File: src/rtl/bchfix_pkg.sv
package bchfix_pkg;

  localparam int STAT_W        = 8;
  localparam int STAT_UNC_BIT  = 0;
  localparam int STAT_FND_BIT  = 1;
  localparam int STAT_CNT_LSB  = 4;
  localparam int STAT_CNT_W    = 4;

  typedef enum logic [2:0] {
    ST_IDLE,
    ST_CHECK,
    ST_READ,
    ST_MODIFY,
    ST_DONE
  } fixState_t;

  typedef struct packed {
    logic load;
    logic step;
    logic rd;
    logic wr;
    logic finish;
  } fixStrobe_t;

endpackage

File: src/rtl/bchfix_ctrl.sv
module bchfix_ctrl
  import bchfix_pkg::*;
(
  input  logic       clk,
  input  logic       rstN,
  input  logic       decReady,
  input  logic       found,
  input  logic       uncorr,
  input  logic       atLimit,
  input  logic       inRange,
  output fixStrobe_t strobe,
  output logic       busy
);

  fixState_t state, nextState;

  always_ff @(posedge clk) begin
    if (!rstN) state <= ST_IDLE;
    else       state <= nextState;
  end

  always_comb begin
    nextState = state;
    strobe    = '0;
    case (state)
      ST_IDLE: begin
        if (decReady) begin
          strobe.load = 1'b1;
          nextState   = ST_CHECK;
        end
      end
      ST_CHECK: begin
        // stop early on a clean or hopeless sector, or when the count is used up
        if (!found || uncorr || atLimit) nextState = ST_DONE;
        else if (inRange)                nextState = ST_READ;
        else                             strobe.step = 1'b1;
      end
      ST_READ: begin
        strobe.rd = 1'b1;
        nextState = ST_MODIFY;
      end
      ST_MODIFY: begin
        strobe.wr   = 1'b1;
        strobe.step = 1'b1;
        nextState   = ST_CHECK;
      end
      ST_DONE: begin
        strobe.finish = 1'b1;
        nextState     = ST_IDLE;
      end
      default: nextState = ST_IDLE;
    endcase
  end

  assign busy = (state != ST_IDLE);

endmodule

File: src/rtl/bchfix_dpath.sv
module bchfix_dpath
  import bchfix_pkg::*;
#(
  parameter int SECTOR_BYTES = 512,
  parameter int POS_W        = 13,
  parameter int MAX_ERR      = 8,
  localparam int WORDS       = MAX_ERR / 2,
  localparam int ADDR_W      = $clog2(SECTOR_BYTES),
  localparam int IDX_W       = $clog2(MAX_ERR + 1)
) (
  input  logic                clk,
  input  logic                rstN,
  input  fixStrobe_t          strobe,
  input  logic [STAT_W-1:0]   statWord,
  input  logic [WORDS*32-1:0] posWords,
  input  logic [7:0]          memRdata,
  output logic                found,
  output logic                uncorr,
  output logic                atLimit,
  output logic                inRange,
  output logic [ADDR_W-1:0]   memAddr,
  output logic [7:0]          memWdata,
  output logic [IDX_W-1:0]    fixCount,
  output logic                failed
);

  localparam int DATA_BITS = SECTOR_BYTES * 8;
  localparam int SEL_W     = $clog2(MAX_ERR);

  logic [POS_W-1:0]      posIn  [MAX_ERR];
  logic [POS_W-1:0]      posReg [MAX_ERR];
  logic [STAT_CNT_W-1:0] regCount;
  logic [IDX_W-1:0]      idx, errLimit, applied;
  logic [POS_W-1:0]      curPos;

  // two positions per 32-bit word: low half first, then high half
  for (genvar g = 0; g < MAX_ERR; g++) begin : g_unpack
    assign posIn[g] = posWords[(g / 2) * 32 + (g % 2) * 16 +: POS_W];
  end

  always_ff @(posedge clk) begin
    if (!rstN) begin
      for (int i = 0; i < MAX_ERR; i++) posReg[i] <= '0;
      regCount <= '0;
      found    <= 1'b0;
      uncorr   <= 1'b0;
    end else if (strobe.load) begin
      for (int i = 0; i < MAX_ERR; i++) posReg[i] <= posIn[i];
      regCount <= statWord[STAT_CNT_LSB +: STAT_CNT_W];
      found    <= statWord[STAT_FND_BIT];
      uncorr   <= statWord[STAT_UNC_BIT];
    end
  end

  always_ff @(posedge clk) begin
    if (!rstN) begin
      idx     <= '0;
      applied <= '0;
    end else if (strobe.load) begin
      idx     <= '0;
      applied <= '0;
    end else begin
      if (strobe.step) idx     <= idx + 1'b1;
      if (strobe.wr)   applied <= applied + 1'b1;
    end
  end

  // a reported count beyond the position slots is clamped
  always_comb begin
    if (int'(regCount) > MAX_ERR) errLimit = IDX_W'(MAX_ERR);
    else                          errLimit = IDX_W'(regCount);
  end

  assign atLimit  = (idx >= errLimit);
  assign curPos   = posReg[idx[SEL_W-1:0]];
  assign inRange  = (32'(curPos) < DATA_BITS);
  assign memAddr  = curPos[ADDR_W+2:3];
  assign memWdata = memRdata ^ (8'd1 << curPos[2:0]);
  assign fixCount = applied;
  assign failed   = found & uncorr;

  logic unusedInputs;
  assign unusedInputs = ^{posWords, statWord, strobe.rd, strobe.finish};

endmodule

File: src/rtl/bchfix_apply.sv
module bchfix_apply
  import bchfix_pkg::*;
#(
  parameter int SECTOR_BYTES = 512,
  parameter int POS_W        = 13,
  parameter int MAX_ERR      = 8,
  localparam int WORDS       = MAX_ERR / 2,
  localparam int ADDR_W      = $clog2(SECTOR_BYTES),
  localparam int IDX_W       = $clog2(MAX_ERR + 1)
) (
  input  logic                clk,
  input  logic                rstN,
  input  logic                decReady,
  input  logic [STAT_W-1:0]   statWord,
  input  logic [WORDS*32-1:0] posWords,
  output logic [ADDR_W-1:0]   memAddr,
  output logic                memRe,
  output logic                memWe,
  output logic [7:0]          memWdata,
  input  logic [7:0]          memRdata,
  output logic                busy,
  output logic                done,
  output logic [IDX_W-1:0]    fixCount,
  output logic                failed
);

  fixStrobe_t strobe;
  logic found, uncorr, atLimit, inRange;

  bchfix_ctrl u_ctrl (
    .clk      (clk),
    .rstN     (rstN),
    .decReady (decReady),
    .found    (found),
    .uncorr   (uncorr),
    .atLimit  (atLimit),
    .inRange  (inRange),
    .strobe   (strobe),
    .busy     (busy)
  );

  bchfix_dpath #(
    .SECTOR_BYTES (SECTOR_BYTES),
    .POS_W        (POS_W),
    .MAX_ERR      (MAX_ERR)
  ) u_dpath (
    .clk      (clk),
    .rstN     (rstN),
    .strobe   (strobe),
    .statWord (statWord),
    .posWords (posWords),
    .memRdata (memRdata),
    .found    (found),
    .uncorr   (uncorr),
    .atLimit  (atLimit),
    .inRange  (inRange),
    .memAddr  (memAddr),
    .memWdata (memWdata),
    .fixCount (fixCount),
    .failed   (failed)
  );

  assign memRe = strobe.rd;
  assign memWe = strobe.wr;
  assign done  = strobe.finish;

endmodule

File: config.mk
export PLATFORM = sky130hd
export DESIGN_NAME = bchfix_apply
export DESIGN_NICKNAME = d
export VERILOG_FILES = /design/src/rtl/bchfix_pkg.sv /design/src/rtl/bchfix_ctrl.sv /design/src/rtl/bchfix_dpath.sv /design/src/rtl/bchfix_apply.sv
export SDC_FILE = /design/constraint.sdc
export NUM_CORES = 1
export LEC_CHECK = 0
export CORE_ASPECT_RATIO = 0.5
export CORE_MARGIN = 1.5
export CORE_UTILIZATION = 47
export CTS_CLUSTER_DIAMETER = 30
export DETAILED_ROUTE_END_ITERATION = 6
export PLACE_DENSITY_LB_ADDON = 0.08
export SYNTH_ARGS = -nofsm -noshare
export SYNTH_HDL_FRONTEND = slang
export SYNTH_HIERARCHICAL = 1
export SYNTH_SLANG_ARGS = --single-unit
File: constraint.sdc
create_clock -name clk -period 4.9 [get_ports clk]
set_input_delay 0.49 -clock clk [delete_from_list [all_inputs] [get_ports clk]]
set_output_delay 0.49 -clock clk [all_outputs]
set_load 0.01 [all_outputs]
==> out/metrics.csv, run 1 <==
metric,value,unit
worst_pin_slew,952.4,ps
synth_nets,535,
synth_area_leader_cell,edfxtp_1,
worst_setup_path_start_kind,register,
io_pins,173,
grtUsageTotal,20.73,%
grt.overflow.total,0,
grt_pass1_vias,3693,
clock-sinks,124,
postCtsSetupRepairBufs,0,
cts_buffers,17,
synth.distinct_cells,34,
yosysSeqAreaShare,61.74,%
die_y,80.92,um
tns,0,ps
port-buffer-count,146,
arrival,2990,ps
rsz0062_at_grt,no,
wirelength,12590,um
synth.avg_cell_area,14.94,sq um
rr_endpoint,u_dpath/idx[3],
synthCells,382,
grt_pass1_wl,19630,um
rr_worst_depth,8,
finalHoldViolCount,0,
hold_buffers,0,
holdWs,510.2,ps
grt_antenna_before_repair,1,
post-dp-hpwl,8073,um
dieArea,12850,sq um
grt_max_degree,114,
nFillCells,917,
drtPass1Iterations,4,
p_per_area,350.4,nW/um^2
gp_congestion,0.7334,
yosysTopAreaCellShare,54.72,%
final_cell_area,7841,sq um
fmax,287.2,MHz
viasPerCell,5.175,
relSlewSlack,36.51,%
cts_root_buffer,clkbuf_16,
clk-insertion-delay-late,400,ps
min_from,u_dpath/regCount[0],
clk_pin_slew,50,ps
ctsLongestPathBuffers,2,
cp-end-kind,primary output,
ant_nets,0,
fin_crit,3481,ps
setup_viol,0,
areaGrowthSynthToFinish,37.40,%
netlist_area,5707,sq um
cts_tree,built,
initial_utilization,48.19,%
reg2reg_slack,1970,ps
stdcell_count,701,
coreArea,11840,sq um
vdd_drop_max,227.7,uV
skew,10.50,ps
fin_crit_sh,71.05,%
cp_data_required_time,4410,ps
drc,0,
min_path_cells,2,
yosysWarnings,6,
ys_ff_latch,124,
slew_violations,0,
vias,3628,
multi_input_area,2053,sq um
drt_iter0_markers,236,
wl_per_cell,17.96,um
worstHoldEndpoint,u_dpath/regCount[0],
leakage,3.083,nW
final_nets,676,
regArea,3525,sq um
cts_resized,0,
drive_gt1_share,14.21,%
crit_path_max_fanout,8,
critPathKind,register to primary output,
dp_cells,669,
status,"complete, no violations",
max_cap_viol_count,0,
die_w,158.8,um
place_area,7301,sq um
hold_path.class,register to register,
htreeDepth,4,
num_rows,28,
yosys-top-cells-area,"edfxtp_1 55%, mux4_2 10%, and3_1 8.6%, dfxtp_1 7.0%, and2_1 3.0%",
## registers in the layout, summed over array words and instances (netlist names), named ones only
name              flops
u_dpath/posReg      104
u_dpath/found         1
u_dpath/fixCount      4
u_dpath/uncorr        1
u_ctrl/state          3
u_dpath/idx           4
u_dpath/regCount      4
## layer usage
metal	GRT usage, %	part of all wire (%)	up-vias	routed length [um]
met5	0	0	-	0
met4	6.857	0.38	0	48
met3	7.610	8.6	5	1078
met2	32.11	45	111	5627
met1	27.41	46	1770	5833
li1	-	-	1742	-
## synth_stat cells
library cell / instances
nor3_1: 3
mux2_2: 9
o32ai_1: 1
nand2b_1: 4
mux4_2: 26
nor3b_2: 3
nor4b_1: 1
a21oi_1: 1
inv_1: 4
dfxtp_1: 20
nand2_1: 4
clkbuf_1: 25
buf_2: 2
a21o_1: 3
or3_1: 1
buf_6: 2
xor2_1: 8
nand3_1: 1
and3_1: 78
mux2i_1: 9
ha_1: 6
nand4_1: 2
nand4bb_1: 2
or4b_4: 1
and2_1: 27
mux2i_4: 3
nor2b_1: 8
a211oi_2: 1
nor3b_1: 2
xnor2_1: 6
nor2_1: 11
buf_1: 1
nand3b_1: 3
edfxtp_1: 104
## layout by cell type, fill, tap and decap left out, drive strengths merged
cell type,instances
nor3b,5
clkinvlp,1
nand4,2
ha,6
nor2,11
nand3b,3
and2,27
diode,1
or3,1
nor3,3
nand2b,4
nand3,1
a211oi,1
nand2,4
nor4b,1
or4b,1
clkdlybuf4s50,145
bufinv,2
inv,4
mux2i,12
mux2,9
mux4,26
o32ai,1
clkbuf,19
nand4bb,2
xor2,8
a21o,3
dfxtp,20
clkinv,9
nor2b,8
xnor2,6
edfxtp,104
a21oi,1
buf,7
and3,78
## cells by family after synthesis
logic type               count (synthesis)  share of synthesized area (%)
XOR/XNOR                                14                          2.149
adder cells (fa/ha/maj)                  6                          1.315
multiplexers                            47                          14.80
buffers and inverters                   34                          2.543
AO/OA/AOI/OAI                            6                         0.8550
flip-flops                             124                          61.74
AND/OR/NAND/NOR                        151                          16.60
## final cells by class
cell class                 instances  share of cell area (%)
multi-input combinational        224                   26.18
tap                              165                   2.633
clock buffer                      19                   5.521
timing repair buffer             152                   19.15
inverter                           4                  0.1915
clock inverter                    12                   1.340
antenna                            1                 0.03191
sequential                       124                   44.95
## worst max path at each step
| stage | depth (start not counted) | endpoint | start | slack, ps |
|---|---|---|---|---|
| floorplan | 4 | u_dpath/posReg[0][0] | u_ctrl/state[1] | 260 |
| global placement | 5 | memWdata[6] | register | 1830 |
| detailed placement | 5 | memWdata[6] | register | 1800 |
| finish | 5 | memWdata[6] | register | 1420 |
| CTS | 5 | memWdata[6] | register | 1350 |
| global route | 5 | memWdata[3] | register | 1250 |
## metrics by stage
step	power (mW)	util (%)	setup WS [ps]
3_3_place_gp	1.616	61.65	1826
6_report	2.748	66.22	1419
4_1_cts	2.777	66.20	1354
2_1_floorplan	1.447	-	260.9
3_5_place_dp	1.623	61.65	1804
5_1_grt	2.856	66.20	1254
## power breakdown
part / total [mW] / internal [mW] / switching (mW) / leakage (nW)
logic: 0.327 / 0.192 / 0.136 / 1.54
registers: 1.27 / 1.25 / 0.0253 / 1.28
clock network: 1.15 / 0.730 / 0.418 / 0.261
## worst max-delay path: stages (launching register included)
cell and delay [ps]:
dfxtp_1 690, mux4_2 610, mux2i_4 310, nor3b_2 250, xor2_1 160, clkdlybuf4s50_1 550
No activity file was read; power rests on OpenSTA's default activity.
==> run 2: changes to the inputs <==
--- a/config.mk
+++ b/config.mk
@@ -7,7 +7,7 @@
 export LEC_CHECK = 0
 export CORE_ASPECT_RATIO = 0.5
 export CORE_MARGIN = 1.5
-export CORE_UTILIZATION = 47
+export CORE_UTILIZATION = 43
 export CTS_CLUSTER_DIAMETER = 30
 export DETAILED_ROUTE_END_ITERATION = 6
 export PLACE_DENSITY_LB_ADDON = 0.08
==> constraint.sdc (replaced) <==
create_clock -name clk -period 3.2 [get_ports clk]
set_input_delay 0.32 -clock clk [delete_from_list [all_inputs] [get_ports clk]]
set_output_delay 0.32 -clock clk [all_outputs]
set_load 0.01 [all_outputs]
==> run 2 against run 1 <==
Effect of this change:
- worst hold slack better by 12 ps
- core utilization fell by 4.1 points
- via count grew 0.30%
- critical path depth did not move
- clock skew down 4.2 ps
- sequential cell count unchanged
- sequential share of layout area fell by 0.62 points
- non-clock buffer count is 3 higher
- design area up 1.5%
- routed wire length grew 1.1%
- worst setup slack worse by 1200 ps
- highest routed layer unchanged
==> out/metrics.csv, run 2 (same netlist as run 1, synthesis figures left out) <==
metric,value,unit
p_per_area,544.5,nW/um^2
clock-sinks,124,
clk_pin_slew,60,ps
status,"complete, no violations",
skew,6.292,ps
postCtsSetupRepairBufs,0,
dieArea,14010,sq um
cpMaxStageDelayCell,mux4_2,
layout_common_cells,"145 x clkdlybuf4s50_1, 104 x edfxtp_1, 78 x and3_1",
leakage,3.112,nW
worstReg2RegStart,u_dpath/idx[0],
largest_register,u_dpath/posReg,
largest_reg_flops,104,
areaGrowthSynthToFinish,39.46,%
stdcell_count,710,
gp_congestion,0.6936,
fin_crit,2997,ps
coreArea,12810,sq um
grt_max_degree,114,
critPathKind,register to primary output,
relSlewSlack,40.12,%
reg2reg_slack,400,ps
cts_resized,0,
min_from,u_dpath/regCount[1],
die_w,165.9,um
wl_per_cell,17.93,um
grt_pass1_wl,19930,um
final_cell_area,7959,sq um
cts_tree,built,
cts_buffers,17,
min_path_cells,2,
drt_iter0_markers,285,
viasPerCell,5.125,
max_cap_viol_count,0,
final_nets,679,
cp_data_required_time,2880,ps
rsz0062_at_grt,no,
total_power,4.333,mW
htreeDepth,4,
port-buffer-count,146,
worst_pin_slew,898.2,ps
initial_utilization,44.55,%
dp_cells,677,
tns,0,ps
crit_path_max_fanout,8,
slew_violations,0,
grt_pass1_vias,3775,
ant_nets,0,
hold_path.class,register to register,
rr_endpoint,u_dpath/idx[3],
nFillCells,1009,
cp-end-kind,primary output,
drc,0,
worst_setup_path_start_kind,register,
ctsLongestPathBuffers,2,
worstHoldEndpoint,u_dpath/regCount[1],
die_y,84.46,um
post-dp-hpwl,8310,um
cts_root_buffer,clkbuf_16,
drive_gt1_share,16.33,%
arrival,2680,ps
clk-insertion-delay-late,410,ps
drtPass1Iterations,4,
io_pins,173,
holdWs,522.4,ps
grt_antenna_before_repair,1,
hold_buffers,0,
fmax,333.6,MHz
vias,3639,
grtUsageTotal,18.86,%
layout_commonest_cell,clkdlybuf4s50_1,
finalHoldViolCount,0,
rr_worst_depth,11,
fin_crit_sh,93.67,%
grt.overflow.total,0,
setup_viol,0,
vdd_drop_max,373.2,uV
crit_path_cell_trace,mux4_2 -> mux2i_4 -> nor3b_2 -> xor2_1 -> clkdlybuf4s50_1,
place_area,7368,sq um
num_rows,29,
max_stage_delay,570,ps
wirelength,12730,um
## run 2: changes by cell type in the layout (fill, tap and decap cells not counted)
cell	change
clkinvlp_4	+7
clkinv_1	-5
buf_12	+3
clkbuf_1	-2
clkinv_2	-2
clkbuf_8	+1
clkinv_4	+1
dfxtp_1	-1
dfxtp_4	+1
inv_6	+1
## run 2: final cells by class
class,instances,area [sq um],area share (%)
Timing Repair Buffer,155,1562,19.62
Antenna cell,1,2.502,0.03144
Clock inverter,14,146.4,1.839
Tap cell,170,212.7,2.673
Clock buffer,18,439.2,5.518
Multi-Input combinational cell,224,2053,25.80
Inverter,4,15.01,0.1886
Sequential cell,124,3528,44.33
## run 2: worst max-delay path: cells and delay by family, from the launching register on
kind          cells  cell delay [ps]
buf+inv           1              560
flops             1              460
mux               2              850
xor+xnor          1              160
simple gates      1              240
## run 2: worst max path at each step
stage                           endpoint  cells past startpoint
finish                       memWdata[3]                      5
global route                 memWdata[6]                      5
CTS                          memWdata[3]                      5
detailed placement        u_dpath/idx[3]                     11
global placement          u_dpath/idx[3]                     11
floorplan           u_dpath/posReg[0][0]                      4
## run 2: through the flow
stage | setup WS, ps | utilization (%)
final | 202.6 | 62.14
after global placement | 401.7 | 57.53
after detailed placement | 397.0 | 57.53
after CTS | 69.41 | 62.10
after floorplan | 241.7 | -
after global routing | 64.37 | 62.12
## run 2: power by group
part           total [mW]  switching [mW]  internal, mW  leakage, nW
Combinational       0.508           0.208         0.299         1.57
Clock                1.88           0.717          1.16        0.260
Sequential           1.95          0.0393          1.91         1.28
## run 2: routing by layer
metal | vias up | track usage, % | wire length (um)
li1 | 1748 | - | -
met1 | 1769 | 26.08 | 5819
met2 | 108 | 29.13 | 5820
met3 | 14 | 4.998 | 973
met4 | 0 | 6.388 | 114
met5 | - | 0 | 0
==> run 3: changes to the inputs <==
--- a/config.mk
+++ b/config.mk
@@ -8,7 +8,7 @@
 export CORE_ASPECT_RATIO = 0.5
 export CORE_MARGIN = 1.5
 export CORE_UTILIZATION = 43
-export CTS_CLUSTER_DIAMETER = 30
+export CTS_CLUSTER_DIAMETER = 150
 export DETAILED_ROUTE_END_ITERATION = 6
 export PLACE_DENSITY_LB_ADDON = 0.08
 export SYNTH_ARGS = -nofsm -noshare
==> results of run 3 <==
Same layout as run 2: the final DEF is identical, and so are final timing and power.
